[config.mk]
export PLATFORM = sky130hd
export DESIGN_NAME = mac_irq_unit
export DESIGN_NICKNAME = d
export VERILOG_FILES = /design/src/rtl/mac_irq_pkg.sv /design/src/rtl/irq_event_reg.sv /design/src/rtl/irq_mask_reg.sv /design/src/rtl/irq_line_map.sv /design/src/rtl/mac_irq_unit.sv
export SDC_FILE = /design/constraint.sdc
export NUM_CORES = 1
export LEC_CHECK = 0
export BUFFER_PORTS_ARGS = -buffer_cell sky130_fd_sc_hd__buf_4
export CAP_MARGIN = 40
export CORE_UTILIZATION = 50
export CTS_BUF_LIST = sky130_fd_sc_hd__clkbuf_8
export DETAILED_ROUTE_END_ITERATION = 8
export GPL_ROUTABILITY_DRIVEN = 0
export HOLD_SLACK_MARGIN = 0.12
export PLACE_DENSITY = 0.88
export SLEW_MARGIN = 10
export SYNTH_ARGS = -nofsm -noshare
export SYNTH_HDL_FRONTEND = slang
export SYNTH_SLANG_ARGS = --single-unit
[constraint.sdc]
create_clock -name clk_i -period 0.8 [get_ports clk_i]
set_input_delay 0.04 -clock clk_i [delete_from_list [all_inputs] [get_ports clk_i]]
set_output_delay 0.04 -clock clk_i [all_outputs]
set_load 0.02 [all_outputs]
[src/rtl/mac_irq_pkg.sv]
package mac_irq_pkg;
  localparam int DATA_W  = 32;
  localparam int ADDR_W  = 2;
  localparam int EV_N    = 13;
  localparam int EV_LSB  = DATA_W - EV_N;
  localparam int LINE_N  = 13;

  localparam int BIT_GRA = 28;
  localparam int BIT_MII = 23;

  typedef enum logic [ADDR_W-1:0] {
    SEL_EVENT = 2'd0,
    SEL_MASK  = 2'd1,
    SEL_TXCTL = 2'd2,
    SEL_MGMT  = 2'd3
  } reg_sel_e;

  // event bit that feeds each interrupt line
  function automatic int line_src(input int line);
    case (line)
      0:       return 27;
      1:       return 26;
      2:       return 19;
      3:       return 20;
      4:       return 25;
      5:       return 24;
      6:       return 23;
      7:       return 21;
      8:       return 31;
      9:       return 28;
      10:      return 22;
      11:      return 29;
      default: return 30;
    endcase
  endfunction
endpackage

[src/rtl/irq_event_reg.sv]
module irq_event_reg #(
  parameter int EV_N = 13
) (
  input  logic            clk_i,
  input  logic            rst_ni,
  input  logic            clr_all_i,
  input  logic [EV_N-1:0] set_i,
  input  logic            w1c_en_i,
  input  logic [EV_N-1:0] w1c_data_i,
  output logic [EV_N-1:0] ev_o
);
  logic [EV_N-1:0] ev_q, ev_d, clr_mask;

  always_comb begin
    clr_mask = w1c_en_i ? w1c_data_i : '0;
    // set beats clear; controller reset beats both
    ev_d = (ev_q & ~clr_mask) | set_i;
    if (clr_all_i) ev_d = '0;
  end

  always_ff @(posedge clk_i or negedge rst_ni) begin
    if (!rst_ni) ev_q <= '0;
    else         ev_q <= ev_d;
  end

  assign ev_o = ev_q;
endmodule

[src/rtl/irq_mask_reg.sv]
module irq_mask_reg #(
  parameter int DATA_W = 32
) (
  input  logic              clk_i,
  input  logic              rst_ni,
  input  logic              clr_all_i,
  input  logic              we_i,
  input  logic [DATA_W-1:0] wdata_i,
  output logic [DATA_W-1:0] mask_o
);
  logic [DATA_W-1:0] mask_q;

  always_ff @(posedge clk_i or negedge rst_ni) begin
    if (!rst_ni)        mask_q <= '0;
    else if (clr_all_i) mask_q <= '0;
    else if (we_i)      mask_q <= wdata_i;
  end

  assign mask_o = mask_q;
endmodule

[src/rtl/irq_line_map.sv]
module irq_line_map
  import mac_irq_pkg::*;
#(
  parameter int EV_N   = 13,
  parameter int LSB    = 19,
  parameter int LINE_N = 13
) (
  input  logic              clk_i,
  input  logic              rst_ni,
  input  logic [EV_N-1:0]   active_i,
  output logic [LINE_N-1:0] irq_o
);
  logic [LINE_N-1:0] irq_q;

  for (genvar g = 0; g < LINE_N; g++) begin : g_line
    localparam int SRC = line_src(g) - LSB;
    always_ff @(posedge clk_i or negedge rst_ni) begin
      if (!rst_ni) irq_q[g] <= 1'b0;
      else         irq_q[g] <= active_i[SRC];
    end
  end

  assign irq_o = irq_q;
endmodule

[src/rtl/mac_irq_unit.sv]
module mac_irq_unit
  import mac_irq_pkg::*;
#(
  parameter int DW  = DATA_W,
  parameter int AW  = ADDR_W,
  parameter int NEV = EV_N,
  parameter int NLN = LINE_N
) (
  input  logic           clk_i,
  input  logic           rst_ni,
  input  logic           ctl_rst_i,
  input  logic [NEV-1:0] ev_set_i,
  input  logic           wr_en_i,
  input  logic [AW-1:0]  wr_addr_i,
  input  logic [DW-1:0]  wr_data_i,
  input  logic [AW-1:0]  rd_addr_i,
  output logic [DW-1:0]  rd_data_o,
  output logic [NLN-1:0] irq_o
);
  localparam int LSB = DW - NEV;

  logic           wr_ev, wr_mask, wr_tx, wr_mgmt;
  logic [NEV-1:0] side_set, set_all, ev_bits, act_bits;
  logic [DW-1:0]  ev_w, mask_w;

  always_comb begin
    wr_ev   = wr_en_i && (wr_addr_i == SEL_EVENT);
    wr_mask = wr_en_i && (wr_addr_i == SEL_MASK);
    wr_tx   = wr_en_i && (wr_addr_i == SEL_TXCTL);
    wr_mgmt = wr_en_i && (wr_addr_i == SEL_MGMT);
    side_set = '0;
    side_set[BIT_GRA-LSB] = wr_tx && wr_data_i[0];
    side_set[BIT_MII-LSB] = wr_mgmt;
    set_all = ev_set_i | side_set;
  end

  irq_event_reg #(.EV_N(NEV)) u_ev (
    .clk_i      (clk_i),
    .rst_ni     (rst_ni),
    .clr_all_i  (ctl_rst_i),
    .set_i      (set_all),
    .w1c_en_i   (wr_ev),
    .w1c_data_i (wr_data_i[DW-1:LSB]),
    .ev_o       (ev_bits)
  );

  irq_mask_reg #(.DATA_W(DW)) u_mask (
    .clk_i     (clk_i),
    .rst_ni    (rst_ni),
    .clr_all_i (ctl_rst_i),
    .we_i      (wr_mask),
    .wdata_i   (wr_data_i),
    .mask_o    (mask_w)
  );

  assign ev_w     = {ev_bits, {LSB{1'b0}}};
  assign act_bits = ev_bits & mask_w[DW-1:LSB];

  irq_line_map #(.EV_N(NEV), .LSB(LSB), .LINE_N(NLN)) u_map (
    .clk_i    (clk_i),
    .rst_ni   (rst_ni),
    .active_i (act_bits),
    .irq_o    (irq_o)
  );

  always_comb begin
    case (rd_addr_i)
      SEL_EVENT: rd_data_o = ev_w;
      SEL_MASK:  rd_data_o = mask_w;
      default:   rd_data_o = '0;
    endcase
  end
endmodule

==> results of run 1 <==
Yosys cell counts:
library cell	number	area, sq um
sky130_fd_sc_hd__nor3b_2	1	12.51
sky130_fd_sc_hd__a21oi_1	2	10.01
sky130_fd_sc_hd__a31oi_2	1	12.51
sky130_fd_sc_hd__and2b_1	1	7.510
sky130_fd_sc_hd__inv_1	11	41.29
sky130_fd_sc_hd__a22o_1	32	280.3
sky130_fd_sc_hd__a311oi_1	11	96.34
sky130_fd_sc_hd__dfrtp_1	58	1451
sky130_fd_sc_hd__nor2b_1	1	6.260
sky130_fd_sc_hd__clkbuf_1	3	11.26
sky130_fd_sc_hd__a31oi_1	2	12.51
sky130_fd_sc_hd__and4bb_1	1	12.51
sky130_fd_sc_hd__buf_6	1	11.26
sky130_fd_sc_hd__nor2_1	24	90.09
sky130_fd_sc_hd__a21bo_1	2	20.02
sky130_fd_sc_hd__buf_8	3	45.04
sky130_fd_sc_hd__nand3_1	1	5.000
sky130_fd_sc_hd__buf_4	3	22.52
sky130_fd_sc_hd__inv_2	1	3.750
sky130_fd_sc_hd__and2_1	32	200.2
sky130_fd_sc_hd__mux2i_1	13	130.1
sky130_fd_sc_hd__buf_2	3	15.01
what timing repair did:
action	CTS
hold buffers	46
endpoints found under the hold margin	103
buffers inserted	26
endpoints found under the setup margin	58
resized for setup	70
pin swaps	11
cell families after synthesis:
family	Yosys count	synth area share
flip-flops	58	0.5812
AO/OA/AOI/OAI	50	0.1728
AND/OR/NAND/NOR	61	0.1338
multiplexers	13	0.05210
buffers and inverters	25	0.06011
through the flow:
step | std cells | hold slack [ns] | instance area (sq um) | utilization
CTS | 461 | 0.04478 | 4467 | 0.9395
detailed placement | 373 | 0.05005 | 3401 | 0.7153
global placement | 373 | 0.04863 | 3401 | 0.7153
floorplan | 207 | -0.2556 | 2536 | -
==> results.md, run 1 <==
- The flow did not finish.
- The stage where the run came to a stop is 5_1_grt.
- The tool reported: "[ERROR DPL-0038] Utilization greater than 100%, impossible to legalize".
- The synthesis warning total is 0.
- The number of different library cells used by synthesis comes to 22.
- The synthesized flop and latch total is 58.
- After the last repair the worst path ends at an output port.
- The cell area that synthesis handed to floorplanning was around 2500 sq um.
- The CTS buffer count is 9.
- The worst endpoint after global-route timing repair is rd_data_o[28].
- When the netlist entered floorplanning its net count stood at 260.
- The worst setup slack after placement is -0.4743 ns.
- The maximum number of buffers from clock root to sink is 2.
- The number of H-tree levels is 3.
- CTS placed an instance of sky130_fd_sc_hd__clkbuf_8 at the clock tree root.
- CTS saw 58 sinks.
- The maximum number of pins on one net before global-route repair is 59.
- The floorplan row count is 25.
- The sequential area share after synthesis is 0.5812.
- After legalization and detailed placement, the total HPWL measured 4083 um.
- The chip height is 72.68 um.
- From left edge to right edge, the die measures 72.68 um.
- The per-instance average area after synthesis is 12.06 sq um.
- The starting utilization of the core area is 0.5253.
- The number of port buffers is 97.
- The number of cells produced by synthesis is a little over 200.
- The number of primary I/O pins is 98.
==> run 2: changes to the inputs <==
--- a/config.mk
+++ b/config.mk
@@ -7,12 +7,10 @@
 export LEC_CHECK = 0
 export BUFFER_PORTS_ARGS = -buffer_cell sky130_fd_sc_hd__buf_4
 export CAP_MARGIN = 40
-export CORE_UTILIZATION = 50
-export CTS_BUF_LIST = sky130_fd_sc_hd__clkbuf_8
+export CORE_UTILIZATION = 40
 export DETAILED_ROUTE_END_ITERATION = 8
 export GPL_ROUTABILITY_DRIVEN = 0
-export HOLD_SLACK_MARGIN = 0.12
-export PLACE_DENSITY = 0.88
+export PLACE_DENSITY_LB_ADDON = 0.15
 export SLEW_MARGIN = 10
 export SYNTH_ARGS = -nofsm -noshare
 export SYNTH_HDL_FRONTEND = slang
==> results.md, run 2 <==
- The count of placed standard cells including taps is 377.
- The checks that failed: negative setup slack.
- The number of nets in the synthesized netlist is 260.
- The worst setup path endpoint is rd_data_o[23].
- The worst path in the final design needs a cycle of roughly 1.2 ns, including I/O delays and setup.
- The worst reg-to-reg setup slack is -0.17 ns.
- Across every metal layer, demand over resource in global routing totals 0.2377.
- The proportion of layout cells with a drive suffix above 1 is 0.5101.
- Measured against its own limit, the worst slew margin works out to 0.7666.
- The share of synthesized area in the top cell type comes to 0.5812.
- The chip width is 81.02 um.
- The floorplan step defined a die boundary enclosing 6563 sq um.
- The destination of the worst register-to-register timing path is u_mask.mask_o[26].
- The register with the most flip-flops in the layout has 32 of them.
- Yosys mapped the design onto 22 distinct sky130hd cell types.
- The biggest area consumer among synthesized cells is sky130_fd_sc_hd__dfrtp_1.
- TritonCTS built the clock tree.
- In the layout the commonest cells are sky130_fd_sc_hd__buf_4, sky130_fd_sc_hd__buf_6, sky130_fd_sc_hd__dfrtp_1, sky130_fd_sc_hd__dlygate4sd3_1, sky130_fd_sc_hd__a22o_1.
- Input and output buffers added on the ports amount to 97.
- The slew at the pin closest to its max-slew limit is 0.3501 ns.
- Setup violations remaining at the end of the flow were counted as 72.
- Along the worst path, the maximum fanout reaches 4.
- The number of antenna violations at the first check in global routing is 0.
- After floorplanning, the core was divided into 28 placement rows.
- The number of primary I/O pins is 98.
- The async set-or-reset flop fraction in the synthesized netlist is 1.000.
- The via count of the first global-routing pass is 2386.
- The netlist area before placement is 2497 sq um.
- The cell at the slowest stage of the critical path is sky130_fd_sc_hd__dfrtp_1.
- Clock tree synthesis inserted a total of 9 buffers.
- The number of fill cells in the layout is 387.
- The met1 layer usage reported by global route is 0.2653.
- Detailed placement ended at an HPWL of 4165 um.
- The final number of hold-violating endpoints is 0.
- The clock reaches the later pin of the worst-skew pair after 0.32 ns.
- Derived from the worst setup path, the maximum achievable clock frequency is 866.5 MHz.
- The global routing stage identified its most utilized layer as met2.
- The count of vias placed by the detailed router is 2326.
- The number of antenna diodes in the final layout is 0.
- After detailed routing, the number of remaining DRC violations is 0.
- The largest stage delay on the critical path is 0.41 ns.
- In this run the static leakage power is 2.349 nW.
- Data on the critical path arrives at its endpoint at approximately 1.1 ns.
- Power spread over the standard cell area amounts to 1576 nW/um^2.
- The area taken by flip-flops and latches is 1451 sq um.
- In this run, synthesis produced a sequential element count of 58.
- The period utilization is 1.443.
- In this run the remaining antenna-violating nets after routing total 0.
- STA classifies the critical path startpoint as a flip-flop.
- For the final routed database, the setup TNS stands at -9.849 ns.
- After clock tree synthesis, the clock-pin slew on the worst setup and hold paths is 0.06 ns.
- In this run the deepest clock path goes through 2 buffers.
- The cell count of the worst reg-to-reg path is 3.
- The total overflow left after global routing is 0.
- In the post-synthesis netlist, the biggest area contributors are sky130_fd_sc_hd__dfrtp_1, sky130_fd_sc_hd__a22o_1, sky130_fd_sc_hd__and2_1, sky130_fd_sc_hd__mux2i_1, sky130_fd_sc_hd__a311oi_1.
- The fraction of the core area covered by cells at the end of the flow is 0.7830.
- The synthesized design contains 0 enable-type register cells.
- Entering global routing, the biggest net connects 59 pins.
- The via-per-instance ratio is 4.918.
- The initial utilization of the core area, before any placement, comes to 0.4193.
- For this block, the initial DRC count from the detailed router was 86.
- The met3 usage is 0.04607.
- In the global route stage, met2 resource usage came out at 0.4395.
- The area of the core is about 6000 sq um.
- The finished layout holds roughly 470 standard cells, fillers aside.
- The reg-to-reg startpoint is u_mask.mask_o[26].
- At the placement stage, the worst setup path has a slack of -0.5003 ns.
- For the final database, setup skew stands at a little over 0.009 ns.
- The pre-antenna-repair detailed-routing pass consisted of 4 iterations.
- The total area of multi-input combinational cells is roughly 1100 sq um.
- The run finished, with violations left.
- In the post-route analysis, the smallest setup slack over all paths is -0.3541 ns.
- In this run the worst setup path begins at u_ev.ev_o[4].
- The most repeated cell in the gate-level netlist after synthesis is sky130_fd_sc_hd__dfrtp_1.
- The first global-routing pass estimated 11410 um of wire.
- For this run, the post-layout net count is 446.
- The synthesis-to-layout area growth is 86.72%.
- The number of pins with negative max-slew slack in the final report was 0.
- In this run the worst hold path is classified as input pin to flip-flop.
- Dividing the detail-routed wire length by the instance count gives 16.08 um.
- The most frequent standard cell in the layout excluding fill and tap cells is sky130_fd_sc_hd__buf_4.
- In the synthesized netlist the dominant register cell turns out to be sky130_fd_sc_hd__dfrtp_1.
- At the worst endpoint, the required time is 0.76 ns.
- The type of the setup path with the least slack is flip-flop to output port.
- The per-instance average area after synthesis is 12.06 sq um.
- The count of max-cap constraint violations is 0.
- Synthesis produced between 200 and 250 cells.
- Power comes to 7.349 mW.
- The synthesis warning total is 0.
- The total length of routed wires is 7604 um.
- The highest ir drop seen on vdd is approximately 1.1 mV.
- The critical path goes through mux2i_1 > nor2_2 > buf_6.
- Setup repair after global routing could not meet its margin everywhere.
- In this run the number of H-tree levels came out at 3.
- STA classifies the critical path endpoint as an output port.
- The buffer cell driving the clock tree root is sky130_fd_sc_hd__clkbuf_8.
- Ranked by instance count, the synthesized netlist is headed by sky130_fd_sc_hd__dfrtp_1, sky130_fd_sc_hd__a22o_1, sky130_fd_sc_hd__and2_1.
- The clock net sink count is slightly below 60.
- The sequential area share after synthesis is 0.5812.
- Measured along the y axis, the die boundary spans 81.02 um.
run 2: cell counts after synthesis:
Identical to the previous run, type by type.
run 2: worst max-delay path, delay by kind of cell, from the launching register on:
| kind | cells | cell delay, ns |
|---|---|---|
| flops | 1 | 0.41 |
| mux | 1 | 0.19 |
| buf+inv | 1 | 0.13 |
| simple gates | 1 | 0.06 |
run 2: kinds of logic after synthesis:
| family | after synthesis | synth area share |
|---|---|---|
| mux | 13 | 0.05210 |
| flops | 58 | 0.5812 |
| compound gates | 50 | 0.1728 |
| buf+inv | 25 | 0.06011 |
| simple gates | 61 | 0.1338 |
run 2: worst min path at each step:
stage	from	to	slack (ns)	cells after the start
2_1_floorplan	rst_ni	u_ev.ev_o[0]	-0.26	0
3_3_place_gp	rst_ni	u_map.irq_o[0]	0.05	2
3_5_place_dp	rst_ni	u_mask.mask_o[27]	0.05	2
4_1_cts	ev_set_i[1]	u_ev.ev_o[1]	0.007	3
5_1_grt	ev_set_i[1]	u_ev.ev_o[1]	0.001	3
6_report	ev_set_i[1]	u_ev.ev_o[1]	0.02	3
run 2: power by group:
group | internal (mW) | switching (mW) | total, mW
combinational | 0.740 | 0.552 | 1.29
sequential | 3.04 | 0.0712 | 3.11
clock | 1.83 | 1.11 | 2.94
run 2: layout make-up:
class / count / area share
inverters: 12 / 0.009659
repair buffers: 188 / 0.3850
multi-input cells: 124 / 0.2270
clock buffers: 11 / 0.03032
clock inverters: 5 / 0.01664
flip-flops and latches: 58 / 0.3112
well taps: 75 / 0.02012
run 2: per-stage QoR:
stage          hold WS, ns  cell area [sq um]
2_1_floorplan      -0.2556               2536
3_3_place_gp       0.04816               3393
3_5_place_dp       0.05020               3393
4_1_cts           0.006930               4468
5_1_grt           0.001407               4663
6_report           0.02138               4663
run 2: layer usage:
layer  vias up  wire [um]
li1       1103          -
met1      1145       3033
met3         7        314
met4         0         75
met2        71       4180
met5         -          0
run 2: timing repair:
item	4_1_cts	5_1_grt
hold buffers	45	0
resized for setup	67	30
gates cloned	0	0
pin swaps	13	23
setup buffers	25	17
setup endpoints to repair	57	84
hold endpoints to repair	103	0
Note: power is estimated with default switching activity, not from simulation.
==> run 3: changes to the inputs <==
--- a/config.mk
+++ b/config.mk
@@ -5,8 +5,9 @@
 export SDC_FILE = /design/constraint.sdc
 export NUM_CORES = 1
 export LEC_CHECK = 0
+export ABC_AREA = 1
 export BUFFER_PORTS_ARGS = -buffer_cell sky130_fd_sc_hd__buf_4
-export CAP_MARGIN = 40
+export CAP_MARGIN = 5
 export CORE_UTILIZATION = 40
 export DETAILED_ROUTE_END_ITERATION = 8
 export GPL_ROUTABILITY_DRIVEN = 0
==> results.md, run 3 <==
- The critical path's top delay family is flip-flops.
- The worst slew slack as a fraction of its limit is 0.7529.
- The largest clock skew in the final design is 0.005689 ns.
- In this run the worst hold path is classified as input pin to flip-flop.
- The number of cells produced by synthesis is roughly 300.
- The biggest area consumer among synthesized cells is sky130_fd_sc_hd__dfrtp_1.
- By area the synthesized netlist is led by sky130_fd_sc_hd__dfrtp_1, sky130_fd_sc_hd__inv_1, sky130_fd_sc_hd__o21ai_2, sky130_fd_sc_hd__nand2_1, sky130_fd_sc_hd__nor2_1.
- After layout, the worst setup slack is -0.3166 ns.
- The number of antenna violations at the first check in global routing was 0.
- The synthesis warning total is 0.
- The count of vias placed by the detailed router is 2681.
- For the worst setup path, the data arrival time is 1.08 ns.
- Measured in cells, the most critical reg-to-reg path has a length of 5.
- The library cell used most frequently in the layout, excluding fill and tap cells, is sky130_fd_sc_hd__buf_4.
- The buffer cell driving the clock tree root is sky130_fd_sc_hd__clkbuf_8.
- In the routed layout, each cell is associated on average with a via count of ~4.6.
- The number of different library cells in the post-synthesis netlist is 19.
- In this run the cell area measured after placement is 3585 sq um.
- The total power per unit cell area is about 1400 nW/um^2.
- Summing every instance area after synthesis gives 2668 sq um.
- The endpoint class of the critical path is an output port.
- Setup repair after global routing could not meet its margin everywhere.
- The number of buffer and inverter instances along the worst setup path is 2.
- The worst setup path is launched from a flip-flop.
- The synthesis-to-layout area growth is 77.20%.
- The non-filler instance count after layout is a little under 600.
- The power dissipated by switching net loads is 1.728 mW.
- The wire length per cell after detailed routing is 13.46 um.
- Of the total power, combinational logic draws 0.194.
- Of the post-synthesis cell area, the dominant cell type holds 0.5441.
- With fillers left out, the area of the finished cells amounts to 4727 sq um.
- The floorplan row count is 29.
- Clock-pin slew was measured on the worst setup and hold paths at 0.06 ns.
- The tightest hold path in the finished design has a slack of 0.08985 ns.
- The first global-routing pass estimated approximately 13000 um of wire.
- CTS saw 58 sinks.
- Timing would allow up to about 900 MHz.
- The worst register-to-register path has a setup slack of -0.11 ns.
- The startpoint identified for the worst hold timing path is ctl_rst_i.
- The share of total power dissipated in the clock network is 0.338.
- The sequential area share after synthesis is 0.5441.
- The number of port buffers is 97.
- The count of max-cap constraint violations is 0.
- The fraction of power spent switching nets is 0.2602.
- The remaining antenna violation count is 0.
- The first-iteration detailed-routing DRC count is 126.
- The checks that failed: negative setup slack.
- The area of the core is 6386 sq um.
- In this run, CTS created clock tree buffers numbering 9.
- Of the available clock period, the critical path in the final layout requires 1.396.
- Counting along the longest clock path gives a buffer depth of 2.
- The accumulated negative setup slack is -8.163 ns.
- The initial utilization of the core area, before any placement, comes to 0.4177.
- The async set-or-reset flop fraction in the synthesized netlist is 1.000.
- The type of the setup path with the least slack is flip-flop to output port.
- The number of nets in the layout is 553.
- The capture endpoint of the worst hold path is u_ev.ev_o[8].
- The critical path goes through inv_2 > o22ai_2 > buf_6.
- The leakage component of the power is roughly 2.4 nW.
- The fraction of the core area covered by cells at the end of the flow is 0.7402.
- The H-tree was split into 3 levels.
- For the pin with the worst max-slew slack, the measured transition is 0.3707 ns.
- The destination of the worst register-to-register timing path is u_mask.mask_o[26].
- The chip height is between 80 and 90 um.
- The required time of the critical path is 0.76 ns.
- For this run, the detailed router's first-pass iteration total came to 4.
- The proportion of layout cells with a drive suffix above 1 is 0.5089.
- After layout, the minimum clock period comes to 1.117 ns.
- The synthesized design contains 58 register bits.
- The global route total overflow is 0.
- Entering global routing, the biggest net connects 59 pins.
- The total inserted antenna cells is 0.
- On the worst path, the slowest cell contributes a delay of between 0.3 and 0.4 ns.
- The total chip power is between 6 and 7 mW.
- Counting tap cells, the placed design contains a total of 481 instances.
- Leaving out fill and tap cells, the most frequent cells in the layout are sky130_fd_sc_hd__buf_4, sky130_fd_sc_hd__nand2_1, sky130_fd_sc_hd__dfrtp_1, sky130_fd_sc_hd__dlygate4sd3_1, sky130_fd_sc_hd__buf_6.
- The reg-to-reg startpoint is u_mask.mask_o[26].
- The most common flop cell mapped by yosys is sky130_fd_sc_hd__dfrtp_1.
- Setup violations remaining at the end of the flow were counted as 47.
- The total length of routed wires is between 7000 and 8000 um.
- The final number of hold-violating endpoints came to 0.
- The number of nets handed over by synthesis was 357.
- The filler cells instantiated in the layout total between 400 and 500.
- Yosys mapped a number of flops with a built-in enable equal to 0.
- The die covers ~7000 sq um.
- The clock latency of the later-clocked register in the worst-skew pair is between 0.3 and 0.4 ns.
- The chip width is 83.67 um.
- The cell at the slowest stage of the critical path is sky130_fd_sc_hd__dfrtp_1.
- The cell-internal power is 4.913 mW.
- Before CTS, the worst setup slack after placement is -0.1892 ns.
- The run finished, with violations left.
- Pin placement for this block handled a little under 100 I/O pins.
- By instance count, the leading cell after synthesis is sky130_fd_sc_hd__inv_1.
- The hold path depth is 3.
- The register with the most flip-flops in the layout has 32 of them.
- The number of pins with negative max-slew slack in the final report is 0.
- The total global-route track usage is 0.2338.
- Ranked by instance count, the synthesized netlist is headed by sky130_fd_sc_hd__inv_1, sky130_fd_sc_hd__nand2_1, sky130_fd_sc_hd__dfrtp_1.
- The post-detailed-placement half-perimeter wirelength is roughly 4400 um.
- The TritonCTS clock tree is done.
- The highest ir drop seen on vdd is around 0.89 mV.
- The per-instance average area after synthesis is 8.775 sq um.
- The via count of the first global-routing pass is 2760.
- In the routed design, unresolved DRC markers number 0.
- Along the worst path, the maximum fanout reaches 2.
- The portion of total power attributed to sequential cells is 0.469.
==> run 3: worst max path at each step <==
stage | from | endpoint | slack, ns | cells past startpoint
after floorplan | rd_addr_i[1] | rd_data_o[19] | -0.11 | 3
after global placement | rd_addr_i[1] | rd_data_o[21] | -0.17 | 4
after detailed placement | rd_addr_i[1] | rd_data_o[20] | -0.19 | 4
after CTS | u_mask.mask_o[30] | rd_data_o[30] | -0.32 | 3
after global routing | u_mask.mask_o[30] | rd_data_o[30] | -0.37 | 3
final | u_mask.mask_o[20] | rd_data_o[20] | -0.32 | 3
==> run 3: what timing repair did <==
item | in CTS | in global routing
hold buffers | 46 | 0
endpoints found under the hold margin | 102 | 0
buffers inserted | 38 | 11
pin swaps | 36 | 7
endpoints found under the setup margin | 45 | 53
gates resized for setup | 65 | 41
==> run 3: logic make-up after synthesis <==
| family | count (synthesis) | share of synthesized area |
|---|---|---|
| AOI/OAI and AO/OA | 59 | 0.1599 |
| buffers and inverters | 86 | 0.1412 |
| DFF | 58 | 0.5441 |
| and+or+nand+nor | 101 | 0.1548 |
==> run 3: tightest hold or removal path, cell delays in order <==
cell and delay (ns):
sky130_fd_sc_hd__buf_4 0.11, sky130_fd_sc_hd__buf_4 0.18, sky130_fd_sc_hd__a21oi_2 0.04
==> run 3: layout make-up <==
class / instances / area (sq um) / area share
timing repair buffer: 198 / 1823 / 0.3857
tap: 77 / 96.34 / 0.02038
sequential: 58 / 1451 / 0.3070
inverter: 73 / 274.0 / 0.05797
multi-input combinational: 160 / 929.6 / 0.1967
clock buffer: 14 / 152.6 / 0.03229
==> run 3: routing by layer <==
| metal | share of wire | global-route usage |
|---|---|---|
| met1 | 0.42 | 0.2913 |
| met2 | 0.53 | 0.4006 |
| met3 | 0.037 | 0.05440 |
| met4 | 0.013 | 0.07550 |
| met5 | 0 | 0 |
==> run 3: power by group through the flow <==
stage	combinational [mW]	clock [mW]	sequential, mW
final	1.29	2.24	3.11
after CTS	1.23	2.28	3.11
after floorplan	0.403	0	3.15
after global routing	1.40	2.44	3.12
after global placement	0.903	0	3.15
after detailed placement	0.911	0	3.16
==> run 4: changes to the inputs <==
--- a/config.mk
+++ b/config.mk
@@ -6,12 +6,12 @@
 export NUM_CORES = 1
 export LEC_CHECK = 0
 export ABC_AREA = 1
-export BUFFER_PORTS_ARGS = -buffer_cell sky130_fd_sc_hd__buf_4
+export BUFFER_PORTS_ARGS = -buffer_cell sky130_fd_sc_hd__buf_2
 export CAP_MARGIN = 5
 export CORE_UTILIZATION = 40
 export DETAILED_ROUTE_END_ITERATION = 8
 export GPL_ROUTABILITY_DRIVEN = 0
-export PLACE_DENSITY_LB_ADDON = 0.15
+export PLACE_DENSITY = 0.71
 export SLEW_MARGIN = 10
 export SYNTH_ARGS = -nofsm -noshare
 export SYNTH_HDL_FRONTEND = slang
==> results.md, run 4 (synthesized netlist as in run 3, its figures left out) <==
- The flow ran to the end, but the final reports show violations.
- The checks that failed: negative setup slack.
- The worst path in the final design needs a cycle of roughly 1.2 ns, including I/O delays and setup.
- In this run the clock root is driven by a sky130_fd_sc_hd__clkbuf_8.
- Entering global routing, the biggest net connects 33 pins.
- From synthesis to final layout, the design area changed by 81.24%.
- Clock-pin slew was measured on the worst setup and hold paths at 0.07 ns.
- For this design, the slowest cell found on the critical path is sky130_fd_sc_hd__dfrtp_1.
- The count of vias placed by the detailed router is ~2900.
- After the last flow step, the layout net total stands at 566.
- The final number of hold-violating endpoints was 0.
- The kind of launch point of the worst setup path is a flip-flop.
- In this run the remaining antenna-violating nets after routing total 0.
- The worst slew slack as a fraction of its limit is 0.7393.
- The wire length of the first global-routing pass is roughly 14000 um.
- The total power per unit cell area is 1531 nW/um^2.
- The number of H-tree levels is 3.
- Prior to clock tree synthesis, the placed netlist has a worst setup slack of -0.1732 ns.
- The endpoint class of the critical path is an output port.
- The chip height is 83.67 um.
- Setup violations remaining at the end of the flow were counted as 50.
- At the pin with the least slew margin, the transition time is 0.3910 ns.
- The required time of the critical path is 0.76 ns.
- The number of antenna violations at the first check in global routing came to 0.
- The largest stage delay on the critical path is between 0.3 and 0.4 ns.
- The number of port buffers is 97.
- Summed over all nets, the half-perimeter wirelength after detailed placement is 4439 um.
- The placed instances occupy a cell area of 3374 sq um.
- Setup repair after global routing could not meet its margin everywhere.
- The number of pins with negative max-slew slack in the final report was 0.
- The TritonCTS clock tree is done.
- The leakage component of the power is 2.483 nW.
- Counting the fill cells in the layout gives 404.
- The type of the setup path with the least slack is flip-flop to output port.
- The via count of the first global-routing pass is 2975.
- After the first detailed-routing iteration, the DRC count stood at 100.
- In this run the worst path has a maximum fanout of 3.
- The accumulated negative setup slack is -8.660 ns.
- For this run, the total global-route usage over all layers was measured as 0.2494.
- Walking the worst path, the cells encountered are inv_1 > o22ai_2 > buf_6.
- The clock net sink count is 58.
- The library cells used most frequently in the layout, excluding fill and tap cells, are sky130_fd_sc_hd__nand2_1, sky130_fd_sc_hd__buf_4, sky130_fd_sc_hd__dfrtp_1, sky130_fd_sc_hd__buf_2, sky130_fd_sc_hd__buf_6.
- The largest clock skew in the final design is around 0.0077 ns.
- The global route total overflow is 0.
- After detailed routing, the average wire length per cell comes to 15.00 um.
- In the final layout, the share of cells above drive strength 1 is 0.5232.
- The chip width is ~84 um.
- The highest ir drop seen on vdd is 1.208 mV.
- The floorplan step defined a core boundary enclosing 6386 sq um.
- After detailed routing, the number of remaining DRC violations is 0.
- The most frequent standard cell in the layout excluding fill and tap cells is sky130_fd_sc_hd__nand2_1.
- In the finished design, the share of the clock period the worst path needs comes to 1.447.
- 0 antenna diodes ended up in the layout.
- The finished cells cover roughly 4800 sq um.
- The detailed-router iteration count before antenna repair is 4.
- In this run the count of I/O pins placed on the die edge is 98.
- Once layout is complete, the utilization of the core stands at 0.7571.
- The flip-flop count of the largest register, all copies and words added is 32.
- The count of max-cap constraint violations is 0.
- The type of the worst min-delay path is input pin to flip-flop.
- The starting utilization of the core area is 0.4177.
- The later pin in the worst-skew pair is clocked with a latency of approximately 0.33 ns.
- The CTS buffer count is 9.
- The via-per-instance ratio is ~4.8.
- The setup slack after layout is -0.3579 ns.
- The floorplan has 29 rows.
- The area of the die is 7000 sq um.
- The arrival time of data at the critical path endpoint is 1.12 ns.
- The total length of routed wires is 8924 um.
- The maximum achievable frequency is roughly 860 MHz.
- In this run the deepest clock path goes through 2 buffers.
==> run 4: cell count changes in the layout (fill, tap and decap cells not counted), moves of 3 or more <==
| cell | previous run | this run |
|---|---|---|
| sky130_fd_sc_hd__clkbuf_1 | 4 | 1 |
| sky130_fd_sc_hd__o22ai_1 | 9 | 5 |
| sky130_fd_sc_hd__o22ai_2 | 4 | 8 |
| sky130_fd_sc_hd__nor2_1 | 6 | 10 |
| sky130_fd_sc_hd__buf_4 | 107 | 58 |
| sky130_fd_sc_hd__buf_6 | 39 | 48 |
| sky130_fd_sc_hd__buf_2 | 0 | 52 |
| sky130_fd_sc_hd__nor2_2 | 14 | 8 |
==> run 4: area by class of cell <==
cell class / instances / area, sq um / share of cell area
clock buffer: 11 / 141.4 / 0.02924
clock inverter: 5 / 77.57 / 0.01605
inverter: 73 / 274.0 / 0.05668
multi-input combinational: 160 / 947.2 / 0.1959
sequential: 58 / 1451 / 0.3002
tap: 77 / 96.34 / 0.01993
timing repair buffer: 211 / 1847 / 0.3820
==> run 4: final timing paths <==
| kind | from | depth (start not counted) | slack [ns] | to |
|---|---|---|---|---|
| setup reg to reg | u_mask.mask_o[19] | 5 | -0.12 | u_mask.mask_o[19] |
| min in group asynchronous | rst_ni | 2 | 0.13 | u_map.irq_o[12] |
| hold / removal | ctl_rst_i | 3 | 0.09 | u_ev.ev_o[9] |
| max in group asynchronous | rst_ni | 3 | 0.21 | u_mask.mask_o[21] |
| hold reg to reg | u_mask.mask_o[22] | 2 | 0.48 | u_map.irq_o[10] |
| setup / recovery | u_ev.ev_o[7] | 3 | -0.36 | rd_data_o[26] |
==> run 4: through the flow <==
step | std cells | hold slack, ns | power, mW
4_1_cts | 581 | 0.07449 | 7.304
3_3_place_gp | 482 | -0.06832 | 3.964
5_1_grt | 595 | 0.09106 | 7.708
6_report | 595 | 0.08613 | 7.404
3_5_place_dp | 482 | -0.06177 | 3.981
2_1_floorplan | 304 | -0.2556 | 3.555
==> run 4: critical path: cells and delay by family (launching register included) <==
kind,cells,cell delay (ns)
compound gates,1,0.18
buf+inv,2,0.22
flops,1,0.38
==> run 4: repair_timing <==
action                     CTS  global route
hold buffers                45             0
setup endpoints to repair   45            48
buffers inserted            38            16
resized for setup          100            55
pin swaps                   34            11
hold endpoints to repair   102             0
==> run 4: power breakdown <==
group / leakage, nW / switching [mW] / internal [mW]
sequential: 0.784 / 0.0752 / 3.04
clock: 0.109 / 1.15 / 1.83
combinational: 1.59 / 0.629 / 0.676
total: 2.48 / 1.86 / 5.55
==> run 4: layer usage <==
metal / global-route usage / wire (um)
met1: 0.2702 / 3149
met2: 0.4701 / 5140
met3: 0.04352 / 409
met4: 0.1109 / 225
met5: 0 / 0
